===== config.mk =====
export PLATFORM = sky130hd
export DESIGN_NAME = tmr_flag_reg
export DESIGN_NICKNAME = d
export VERILOG_FILES = /design/src/rtl/tfr_pkg.sv /design/src/rtl/tfr_match.sv /design/src/rtl/tfr_flag_bank.sv /design/src/rtl/tfr_irq_gate.sv /design/src/rtl/tmr_flag_reg.sv
export SDC_FILE = /design/constraint.sdc
export NUM_CORES = 1
export LEC_CHECK = 0
export BUFFER_PORTS_ARGS = -buffer_cell sky130_fd_sc_hd__buf_2
export CAP_MARGIN = 0
export CELL_PAD_IN_SITES_DETAIL_PLACEMENT = 0
export CELL_PAD_IN_SITES_GLOBAL_PLACEMENT = 1
export CORE_MARGIN = 1
export CORE_UTILIZATION = 27
export CTS_CLUSTER_SIZE = 8
export DETAILED_ROUTE_END_ITERATION = 10
export MAX_ROUTING_LAYER = met4
export PLACE_DENSITY_LB_ADDON = 0.05
export REMOVE_ABC_BUFFERS = 1
export SLEW_MARGIN = 0
export SYNTH_ARGS = -nofsm -noshare
export SYNTH_HDL_FRONTEND = slang
export SYNTH_HIERARCHICAL = 1
export SYNTH_SLANG_ARGS = --single-unit

===== constraint.sdc =====
create_clock -name clk -period 2.6 [get_ports clk]
set_clock_uncertainty 0.15 [all_clocks]
set_input_delay 0.78 -clock clk [delete_from_list [all_inputs] [get_ports clk]]
set_output_delay 0.78 -clock clk [all_outputs]
set_load 0.02 [all_outputs]

===== src/rtl/tfr_pkg.sv =====
// Shared definitions for the timer event flag register.
// Assumes an 8-bit flag byte; bit positions are decoded by software,
// so they are fixed here and not parameters.
package tfr_pkg;
    localparam int FLAG_W   = 8;
    localparam int CNT_W    = 16;

    localparam int B_T2_CMP = 7;
    localparam int B_T2_OVF = 6;
    localparam int B_CAP    = 5;
    localparam int B_CMP_A  = 4;
    localparam int B_CMP_B  = 3;
    localparam int B_OVF    = 2;
    localparam int B_T0_CMP = 1;
    localparam int B_T0_OVF = 0;

    typedef logic [FLAG_W-1:0] flag_vec_t;
endpackage


===== src/rtl/tfr_match.sv =====
// Equality detector for a timer count against a reference value.
// Fires once per equality: a held flop remembers that the equality was
// already seen on the last tick. With DELAY=1 the hit is parked in a
// pending flop and released on the following tick.
// Assumes tick_i is a single-cycle enable per timer tick.
module tfr_match #(
    parameter int W     = 16,
    parameter int DELAY = 1
) (
    input  logic         clk,
    input  logic         rst_n,
    input  logic         tick_i,
    input  logic [W-1:0] count_i,
    input  logic [W-1:0] ref_i,
    output logic         hit_o
);
    logic eq;
    logic held_q;
    logic fresh;

    assign eq    = (count_i == ref_i);
    assign fresh = tick_i && eq && !held_q;

    // Remember the equality state seen on the latest tick.
    always_ff @(posedge clk) begin
        if (!rst_n) begin
            held_q <= 1'b0;
        end else if (tick_i) begin
            held_q <= eq;
        end
    end

    generate
        if (DELAY != 0) begin : g_late
            logic pend_q;

            // Park a fresh match until the next tick.
            always_ff @(posedge clk) begin
                if (!rst_n) begin
                    pend_q <= 1'b0;
                end else if (tick_i) begin
                    pend_q <= fresh;
                end
            end

            assign hit_o = tick_i && pend_q;
        end else begin : g_now
            assign hit_o = fresh;
        end
    endgenerate
endmodule


===== src/rtl/tfr_flag_bank.sv =====
// Bank of sticky flag bits. Each bit sets on its set input and clears on
// its clear input; set has priority so a colliding event is kept.
module tfr_flag_bank #(
    parameter int N = 8
) (
    input  logic         clk,
    input  logic         rst_n,
    input  logic [N-1:0] set_i,
    input  logic [N-1:0] clr_i,
    output logic [N-1:0] flag_o
);
    generate
        for (genvar i = 0; i < N; i++) begin : g_bit
            logic q;

            // Hold one flag: set beats clear, otherwise keep.
            always_ff @(posedge clk) begin
                if (!rst_n) begin
                    q <= 1'b0;
                end else if (set_i[i]) begin
                    q <= 1'b1;
                end else if (clr_i[i]) begin
                    q <= 1'b0;
                end
            end

            assign flag_o[i] = q;
        end
    endgenerate
endmodule


===== src/rtl/tfr_irq_gate.sv =====
// Combinational interrupt request gating: one request per flag,
// qualified by its enable bit. No registers, so requests follow the
// flags in the same cycle.
module tfr_irq_gate #(
    parameter int N = 8
) (
    input  logic [N-1:0] flag_i,
    input  logic [N-1:0] en_i,
    output logic [N-1:0] req_o
);
    // Qualify each flag with its enable.
    always_comb begin
        for (int i = 0; i < N; i++) begin
            req_o[i] = flag_i[i] & en_i[i];
        end
    end
endmodule


===== src/rtl/tmr_flag_reg.sv =====
// Timer event flag register, top level.
// Collects the main timer's capture, compare and overflow events and the
// neighbour timers' raw events into one flag byte with write-one-to-clear
// and per-bit acknowledge clear, then gates interrupt requests by mask.
// Assumes the counter, waveform logic and neighbour timers live outside.
// Forced compare strobes are accepted but, by rule, never raise a flag.
module tmr_flag_reg
    import tfr_pkg::*;
#(
    parameter int CW = CNT_W
) (
    input  logic              clk,
    input  logic              rst_n,
    input  logic              tick_i,
    input  logic [CW-1:0]     count_i,
    input  logic [CW-1:0]     ocr_a_i,
    input  logic [CW-1:0]     ocr_b_i,
    input  logic [CW-1:0]     icr_i,
    input  logic              top_from_icr_i,
    input  logic              cap_evt_i,
    input  logic              ovf_evt_i,
    input  logic              ovf_mode_i,
    input  logic              force_a_i,
    input  logic              force_b_i,
    input  logic              t2_cmp_set_i,
    input  logic              t2_ovf_set_i,
    input  logic              t0_cmp_set_i,
    input  logic              t0_ovf_set_i,
    input  logic              wr_en_i,
    input  logic [FLAG_W-1:0] wr_data_i,
    input  logic [FLAG_W-1:0] ack_i,
    input  logic [FLAG_W-1:0] mask_i,
    output logic [FLAG_W-1:0] flags_o,
    output logic [FLAG_W-1:0] irq_o
);
    logic      hit_a;
    logic      hit_b;
    logic      hit_top;
    logic      cap_set;
    flag_vec_t set_vec;
    flag_vec_t clr_vec;
    logic      unused_force;

    // Forced compares have no path to any flag.
    assign unused_force = force_a_i | force_b_i;

    tfr_match #(.W(CW), .DELAY(1)) u_cmp_a (
        .clk(clk), .rst_n(rst_n), .tick_i(tick_i),
        .count_i(count_i), .ref_i(ocr_a_i), .hit_o(hit_a)
    );

    tfr_match #(.W(CW), .DELAY(1)) u_cmp_b (
        .clk(clk), .rst_n(rst_n), .tick_i(tick_i),
        .count_i(count_i), .ref_i(ocr_b_i), .hit_o(hit_b)
    );

    tfr_match #(.W(CW), .DELAY(0)) u_top (
        .clk(clk), .rst_n(rst_n), .tick_i(tick_i),
        .count_i(count_i), .ref_i(icr_i), .hit_o(hit_top)
    );

    // Pick the capture flag source from the TOP selection.
    always_comb begin
        cap_set = top_from_icr_i ? hit_top : cap_evt_i;
    end

    // Assemble per-bit set and clear requests.
    always_comb begin
        set_vec           = '0;
        set_vec[B_T2_CMP] = t2_cmp_set_i;
        set_vec[B_T2_OVF] = t2_ovf_set_i;
        set_vec[B_CAP]    = cap_set;
        set_vec[B_CMP_A]  = hit_a;
        set_vec[B_CMP_B]  = hit_b;
        set_vec[B_OVF]    = ovf_evt_i && ovf_mode_i;
        set_vec[B_T0_CMP] = t0_cmp_set_i;
        set_vec[B_T0_OVF] = t0_ovf_set_i;
        clr_vec           = (wr_en_i ? wr_data_i : '0) | ack_i;
    end

    tfr_flag_bank #(.N(FLAG_W)) u_bank (
        .clk(clk), .rst_n(rst_n),
        .set_i(set_vec), .clr_i(clr_vec), .flag_o(flags_o)
    );

    tfr_irq_gate #(.N(FLAG_W)) u_irq (
        .flag_i(flags_o), .en_i(mask_i), .req_o(irq_o)
    );
endmodule


# --- Word-level counts from Yosys, hierarchy flattened ---
# Cells that the tools add are included.
word_totals:
  register_bits: 13
  input_bits: 102
  out_inout_bits: 16
op_classes:
  eq_ne: 3
  muxes: 18
  bitwise_logic: 9
  n_reduce_logical: 20
ops:
  columns: ["op", "n"]
  rows:
  - ["equality test 16 bit", 3]
  - ["two-way mux 1 bit", 17]
  - ["nonzero test 2 bit", 8]
  - ["logical AND 1 bit", 9]
  - ["bitwise AND 1 bit", 8]
  - ["two-way mux 8 bit", 1]
  - ["OR 8 bit", 1]
  - ["zero test 1 bit", 3]

# --- Logic depth before layout (Yosys ltp) ---
depth:
  ltp_word: 5
  ltp_mapped: 6
  ltp_nobuf: 6

# --- Cells and area by module ---
# The synthesis kept the hierarchy.
by_module_without_submodules:
  columns: ["module", "instances", "cells_per_inst", "area_per_inst_um2"]
  rows:
  - ["tfr_match (u_cmp_a ...)", 2, 34, 266.5]
  - ["tfr_flag_bank", 1, 33, 397.9]
  - ["tfr_match (u_top)", 1, 28, 227.7]
  - ["tmr_flag_reg", 1, 11, 92.6]
  - ["tfr_irq_gate", 1, 8, 50.0]

# --- Worst setup path after synthesis ---
# OpenSTA, ideal clock, no wires.
synth_path:
  kind: "input-to-reg"
  from: "input port icr_i[14]"
  to: "register u_bank.g_bit[5].q"
  setup_time_ps: 58
  t_arrival_ps: 1789
  required_ps: 2392
  slack_ps: 603
  path_stages: 6
  path_buffers: 0
  path_cell_list: "xor2_1 -> nor4_1 -> nand4_1 -> nor3_2 -> mux2_4 -> o21a_1"
synth_between:
  elab_chain_cells: 5
  word_cells_on_any_way: 6
  cone_classes: "1 x eq/ne; 2 x mux; 3 x reduce/logical"
synth_rtl:
  columns: ["item", "line", "rtl"]
  rows:
  - ["start: declaration", "tmr_flag_reg.sv:18", "input logic [CW-1:0] icr_i,"]
  - ["equality test 16 bit *", "tfr_match.sv:21", "assign eq = (count_i == ref_i);"]
  - ["logical AND 1 bit * (2 in a row)", "tfr_match.sv:22", "assign fresh = tick_i && eq && !held_q;"]
  - ["net hit_top", "tmr_flag_reg.sv:38", "logic hit_top;"]
  - ["two-way mux 1 bit *", "tmr_flag_reg.sv:64", "cap_set = top_from_icr_i ? hit_top : cap_evt_i;"]
  - ["net cap_set", "tmr_flag_reg.sv:39", "logic cap_set;"]
  - ["two-way mux 1 bit or nonzero test 2 bit (tied branches)", null, null]
  - ["end signal: assignment", "tfr_flag_bank.sv:19", "q <= 1'b0;"]
  - ["end signal: assignment", "tfr_flag_bank.sv:21", "q <= 1'b1;"]
  - ["end signal: assignment", "tfr_flag_bank.sv:23", "q <= 1'b0;"]
  - ["end: declaration", "tfr_flag_bank.sv:14", "logic q;"]
# Mark *: on every way through the listed nets, which the timed path passes. The rest lies on a longest branch.
# A chain may end at the register's enable or synchronous reset.

# --- Final worst setup path ---
layout_path:
  from: "input port count_i[14]"
  to: "register u_bank.g_bit[5].q"
layout_between:
  elab_chain_cells: 5
  word_cells_on_any_way: 6
  cone_classes: "1 x eq/ne; 2 x mux; 3 x reduce/logical"
layout_rtl:
  columns: ["item", "line", "rtl"]
  rows:
  - ["start: declaration", "tmr_flag_reg.sv:15", "input logic [CW-1:0] count_i,"]
  - ["equality test 16 bit *", "tfr_match.sv:21", null]
  - ["logical AND 1 bit * (2 in a row)", "tfr_match.sv:22", null]
  - ["net hit_top", "tmr_flag_reg.sv:38", null]
  - ["two-way mux 1 bit *", "tmr_flag_reg.sv:64", null]
  - ["net cap_set", "tmr_flag_reg.sv:39", null]
  - ["two-way mux 1 bit or nonzero test 2 bit (tied branches)", null, null]
# Marked as above.

==> tab_implementation.tex <==
\begin{tabular}{lr}
\hline
Metric & Value \\
\hline
\multicolumn{2}{l}{\textbf{Placed design}} \\
Final weighted congestion in routability-driven placement & 0.670 \\
Buffers added on ports & 115 \\
Estimated wirelength of the detail-placed design & approximately 2.9 mm \\
\multicolumn{2}{l}{\textbf{Global routing}} \\
GRT Resource Usage Total & between 10\% and 20\% \\
Initial antenna violation count & 0 \\
Vias in the first global route & roughly 1,200 \\
Sum of overflow across all layers after global routing & 0 \\
Global-route wire length before repair & between 5 and 6 mm \\
Largest net degree at the start of global routing & 15 \\
\multicolumn{2}{l}{\textbf{Clocking}} \\
Library cell used as clock root buffer & sky130\_fd\_sc\_hd\_\_clkbuf\_8 \\
Max clock buf depth & 2 \\
Number of buffers added for setup after CTS & 0 \\
Maximum level of the CTS H-tree & 1 \\
CTS tree & done \\
Gates resized, CTS repair & 0 \\
Clk sink count & 13 \\
Source-to-sink clock delay at the later pin of the worst-skew pair & $\sim$0.24 ns \\
CTS Buf Count & 3 \\
Clk pin slew, worst setup/hold paths & 0.05 ns \\
Hold bufs inserted after CTS & 0 \\
\multicolumn{2}{l}{\textbf{Critical path}} \\
Maximum fanout along the worst path & 3 \\
Critical Path End Type & flop \\
Type of the worst setup path & input pin to flop \\
Arr. time, crit path & roughly 2.1 ns \\
Cell depth of the worst flop-to-flop path & 3 \\
Startpoint of the lowest-slack register-to-register path & u\_top/held\_q\$\_SDFFE\_PN0P\_ \\
Critical Path Source Type & input pin \\
Flop2flop setup slack & approximately 1.5 ns \\
Reg-to-Reg End & u\_bank/g\_bit[5].q\$\_SDFFE\_PN0P\_ \\
Critical path required time & 2.64 ns \\
\multicolumn{2}{l}{\textbf{Die}} \\
Initial standard-cell utilization of the core & 28.9\% \\
Placement Rows & 24 \\
Die height & just over 70 um \\
Core footprint & about 4500 um2 \\
Die area & $\sim$5100 um2 \\
IO Count & between 100 and 150 \\
Die width & slightly above 70 um \\
\multicolumn{2}{l}{\textbf{Synthesis}} \\
Largest cells by area after synthesis & sky130\_fd\_sc\_hd\_\_xor2\_1, sky130\_fd\_sc\_hd\_\_dfxtp\_1, sky130\_fd\_sc\_hd\_\_nor2b\_4 \\
Area fraction of the dominant cell type after synthesis & between 20\% and 30\% \\
Number of warnings printed during yosys synthesis & 6 \\
Synthesized cell area & $\sim$1300 um2 \\
Cell taking the most area after synthesis & sky130\_fd\_sc\_hd\_\_xor2\_1 \\
Register area share after synthesis & about a fifth \\
Cell count after synthesis & approximately 150 \\
Number of distinct library cells after synthesis & 27 \\
Number of synthesized register bits & 13 \\
Syn\_area\_per\_cell & slightly below 9 um2 \\
\multicolumn{2}{l}{\textbf{Worst hold path}} \\
Worst hold path depth & 2 \\
Path class of the lowest-slack min-delay path & flop to flop \\
Hold EP & u\_cmp\_b/g\_late.pend\_q\$\_SDFFE\_PN0P\_ \\
Origin of the worst min-delay path & u\_cmp\_b/g\_late.pend\_q\$\_SDFFE\_PN0P\_ \\
\multicolumn{2}{l}{\textbf{Timing}} \\
Final setup vio count & 0 \\
Fin. Hold Viols & 0 \\
Fin crit share & 80.2\% \\
Setup repair after global routing missed its margin & no \\
Final hold slack & 0.300 ns \\
Sum Neg Setup Slack & 0 ns \\
Post-layout min period & 2.08 ns \\
Worst-margin pin slew & between 0.4 and 0.5 ns \\
Worst-case headroom to the max-slew limit & a little over two thirds \\
Highest attainable clock frequency & between 400 and 500 MHz \\
Pins over their slew limit & 0 \\
\multicolumn{2}{l}{\textbf{Cells and area}} \\
Ratio of cells with drive above 1 in the final layout & between 50\% and 60\% \\
Util after Layout & between 40\% and 50\% \\
Synthesis-to-layout area growth & 47.2\% \\
Count of antenna diodes in the layout & 0 \\
Combined area of the multi-input logic cells & about 940 um2 \\
Fillers & approximately 460 \\
Area taken by flip-flops and latches & 260 um2 \\
Number of nets in the layout & 361 \\
\multicolumn{2}{l}{\textbf{Detailed routing}} \\
Vias per cell & 4.32 \\
DRC & 0 \\
DRT antenna net count & 0 \\
Met2 WL post-DR & $\sim$1.4 mm \\
Wire length on met3 & just over 300 um \\
Detailed router's first-iteration violation count & 38 \\
WL/cell & between 10 and 15 um \\
M1 wire length & between 1 and 1.5 mm \\
Via Count & 1,340 \\
Uppermost layer routed & met4 \\
Length of the first detailed-routing pass in iterations & 4 \\
Routed Wire Length & between 3 and 4 mm \\
\multicolumn{2}{l}{\textbf{Pwr}} \\
Static power due to leakage & $\sim$1.0 nW \\
Power density over cell area & 315 nW/um2 \\
Pwr Total & between 0.6 and 0.7 mW \\
Max VDD drop & around 120 uV \\
\multicolumn{2}{l}{\textbf{Outcome}} \\
Outcome & completed \\
\multicolumn{2}{l}{\textbf{Flow run}} \\
Max-cap violations & 0 \\
\hline
\end{tabular}
## sequential cells by signal (all words and copies together) (netlist names)
name	flops
u_bank/g_bit.q	8
u_cmp_a/g_late.pend_q	1
u_cmp_a/held_q	1
u_cmp_b/g_late.pend_q	1
u_cmp_b/held_q	1
u_top/held_q	1
## cell usage after synthesis
cell type	count
sky130_fd_sc_hd__a21o_1	8
sky130_fd_sc_hd__xnor2_1	7
sky130_fd_sc_hd__xor2_1	35
sky130_fd_sc_hd__nor2b_1	2
sky130_fd_sc_hd__nor3_1	1
sky130_fd_sc_hd__nor2_1	2
sky130_fd_sc_hd__o31ai_1	4
sky130_fd_sc_hd__o21ai_0	1
sky130_fd_sc_hd__nand3b_1	1
sky130_fd_sc_hd__nand2_1	7
sky130_fd_sc_hd__nand4b_1	2
sky130_fd_sc_hd__o211a_1	2
sky130_fd_sc_hd__nor2b_4	8
sky130_fd_sc_hd__or2_2	2
sky130_fd_sc_hd__nand4_1	2
sky130_fd_sc_hd__dfxtp_1	13
sky130_fd_sc_hd__o22ai_1	2
sky130_fd_sc_hd__buf_6	1
sky130_fd_sc_hd__a222oi_1	2
sky130_fd_sc_hd__buf_4	9
sky130_fd_sc_hd__nand3_1	3
sky130_fd_sc_hd__nor3_2	1
sky130_fd_sc_hd__mux2_4	1
sky130_fd_sc_hd__inv_1	6
sky130_fd_sc_hd__o21a_1	8
sky130_fd_sc_hd__and2_1	11
sky130_fd_sc_hd__nor4_1	7
## where the power goes
| group | internal [mW] | total (mW) | switching [mW] |
|---|---|---|---|
| Sequential | 0.205 | 0.208 | 0.00313 |
| Combinational | 0.119 | 0.220 | 0.101 |
| Clock | 0.108 | 0.175 | 0.0674 |
## worst max-delay path: stages
cell and delay, ns:
sky130_fd_sc_hd__buf_2 0.13, sky130_fd_sc_hd__xor2_1 0.14, sky130_fd_sc_hd__nor4_1 0.45, sky130_fd_sc_hd__nand4_1 0.18, sky130_fd_sc_hd__nor3_2 0.17, sky130_fd_sc_hd__mux2_4 0.15, sky130_fd_sc_hd__o21a_1 0.11
## cell type report
class / count / area share (%)
well taps: 52 / 3.40
clock buffers: 4 / 2.35
multi-input cells: 119 / 49.1
repair buffers: 116 / 30.4
inverters: 6 / 1.18
flip-flops and latches: 13 / 13.6
## how the worst max path moves through the flow
stage | cells after the start | to | slack (ns) | from
2_1_floorplan | 6 | u_bank/g_bit[5].q$_SDFFE_PN0P_ | 0.60 | icr_i[14]
3_3_place_gp | 7 | u_bank/g_bit[5].q$_SDFFE_PN0P_ | 0.25 | count_i[14]
3_5_place_dp | 7 | u_bank/g_bit[5].q$_SDFFE_PN0P_ | 0.28 | count_i[14]
4_1_cts | 7 | u_bank/g_bit[5].q$_SDFFE_PN0P_ | 0.53 | count_i[14]
5_1_grt | 7 | u_bank/g_bit[5].q$_SDFFE_PN0P_ | 0.47 | count_i[14]
6_report | 7 | u_bank/g_bit[5].q$_SDFFE_PN0P_ | 0.52 | count_i[14]
## metrics by stage
| step | worst slack (ns) | cells | instance area (um2) |
|---|---|---|---|
| final | 0.515 | 310 | 1920 |
| after detailed placement | 0.281 | 306 | 1870 |
| after CTS | 0.527 | 310 | 1920 |
| after floorplan | 0.603 | 138 | 1220 |
| after global routing | 0.465 | 310 | 1920 |
| after global placement | 0.250 | 306 | 1870 |
## layer usage
layer  vias up  track usage, %
li1        718               -
met1       532            14.4
met2        85            23.5
met3         5            2.39
met4         0            5.33
met5         -               -
## cells by family (layout without fill, tap and decap cells)
family	Yosys count	in the layout	share of synthesized area [%]
flip-flops	13	13	20.0
AND/OR/NAND/NOR	49	49	26.8
buffers and inverters	16	126	7.79
multiplexers	1	1	1.15
XOR/XNOR	42	42	28.3
AO/OA/AOI/OAI	27	27	16.0
## placed cells by master (no fill, tap or decap)
| cell type | synthesis | final |
|---|---|---|
| sky130_fd_sc_hd__a21o_1 | 8 | 8 |
| sky130_fd_sc_hd__a222oi_1 | 2 | 2 |
| sky130_fd_sc_hd__and2_1 | 11 | 11 |
| sky130_fd_sc_hd__buf_2 | 0 | 115 |
| sky130_fd_sc_hd__buf_4 | 9 | 1 |
| sky130_fd_sc_hd__clkbuf_1 | 0 | 1 |
| sky130_fd_sc_hd__clkbuf_8 | 0 | 3 |
| sky130_fd_sc_hd__dfxtp_1 | 13 | 13 |
| sky130_fd_sc_hd__inv_1 | 6 | 6 |
| sky130_fd_sc_hd__mux2_4 | 1 | 1 |
| sky130_fd_sc_hd__nand2_1 | 7 | 7 |
| sky130_fd_sc_hd__nand3_1 | 3 | 3 |
| sky130_fd_sc_hd__nand3b_1 | 1 | 1 |
| sky130_fd_sc_hd__nand4_1 | 2 | 2 |
| sky130_fd_sc_hd__nand4b_1 | 2 | 2 |
| sky130_fd_sc_hd__nor2_1 | 2 | 2 |
| sky130_fd_sc_hd__nor2b_1 | 2 | 2 |
| sky130_fd_sc_hd__nor2b_4 | 8 | 8 |
| sky130_fd_sc_hd__nor3_1 | 1 | 1 |
| sky130_fd_sc_hd__nor3_2 | 1 | 1 |
| sky130_fd_sc_hd__nor4_1 | 7 | 7 |
| sky130_fd_sc_hd__o211a_1 | 2 | 2 |
| sky130_fd_sc_hd__o21a_1 | 8 | 8 |
| sky130_fd_sc_hd__o21ai_0 | 1 | 1 |
| sky130_fd_sc_hd__o22ai_1 | 2 | 2 |
| sky130_fd_sc_hd__o31ai_1 | 4 | 4 |
| sky130_fd_sc_hd__or2_2 | 2 | 2 |
| sky130_fd_sc_hd__xnor2_1 | 7 | 7 |
| sky130_fd_sc_hd__xor2_1 | 35 | 35 |
No activity file was read; power rests on OpenSTA's default activity.
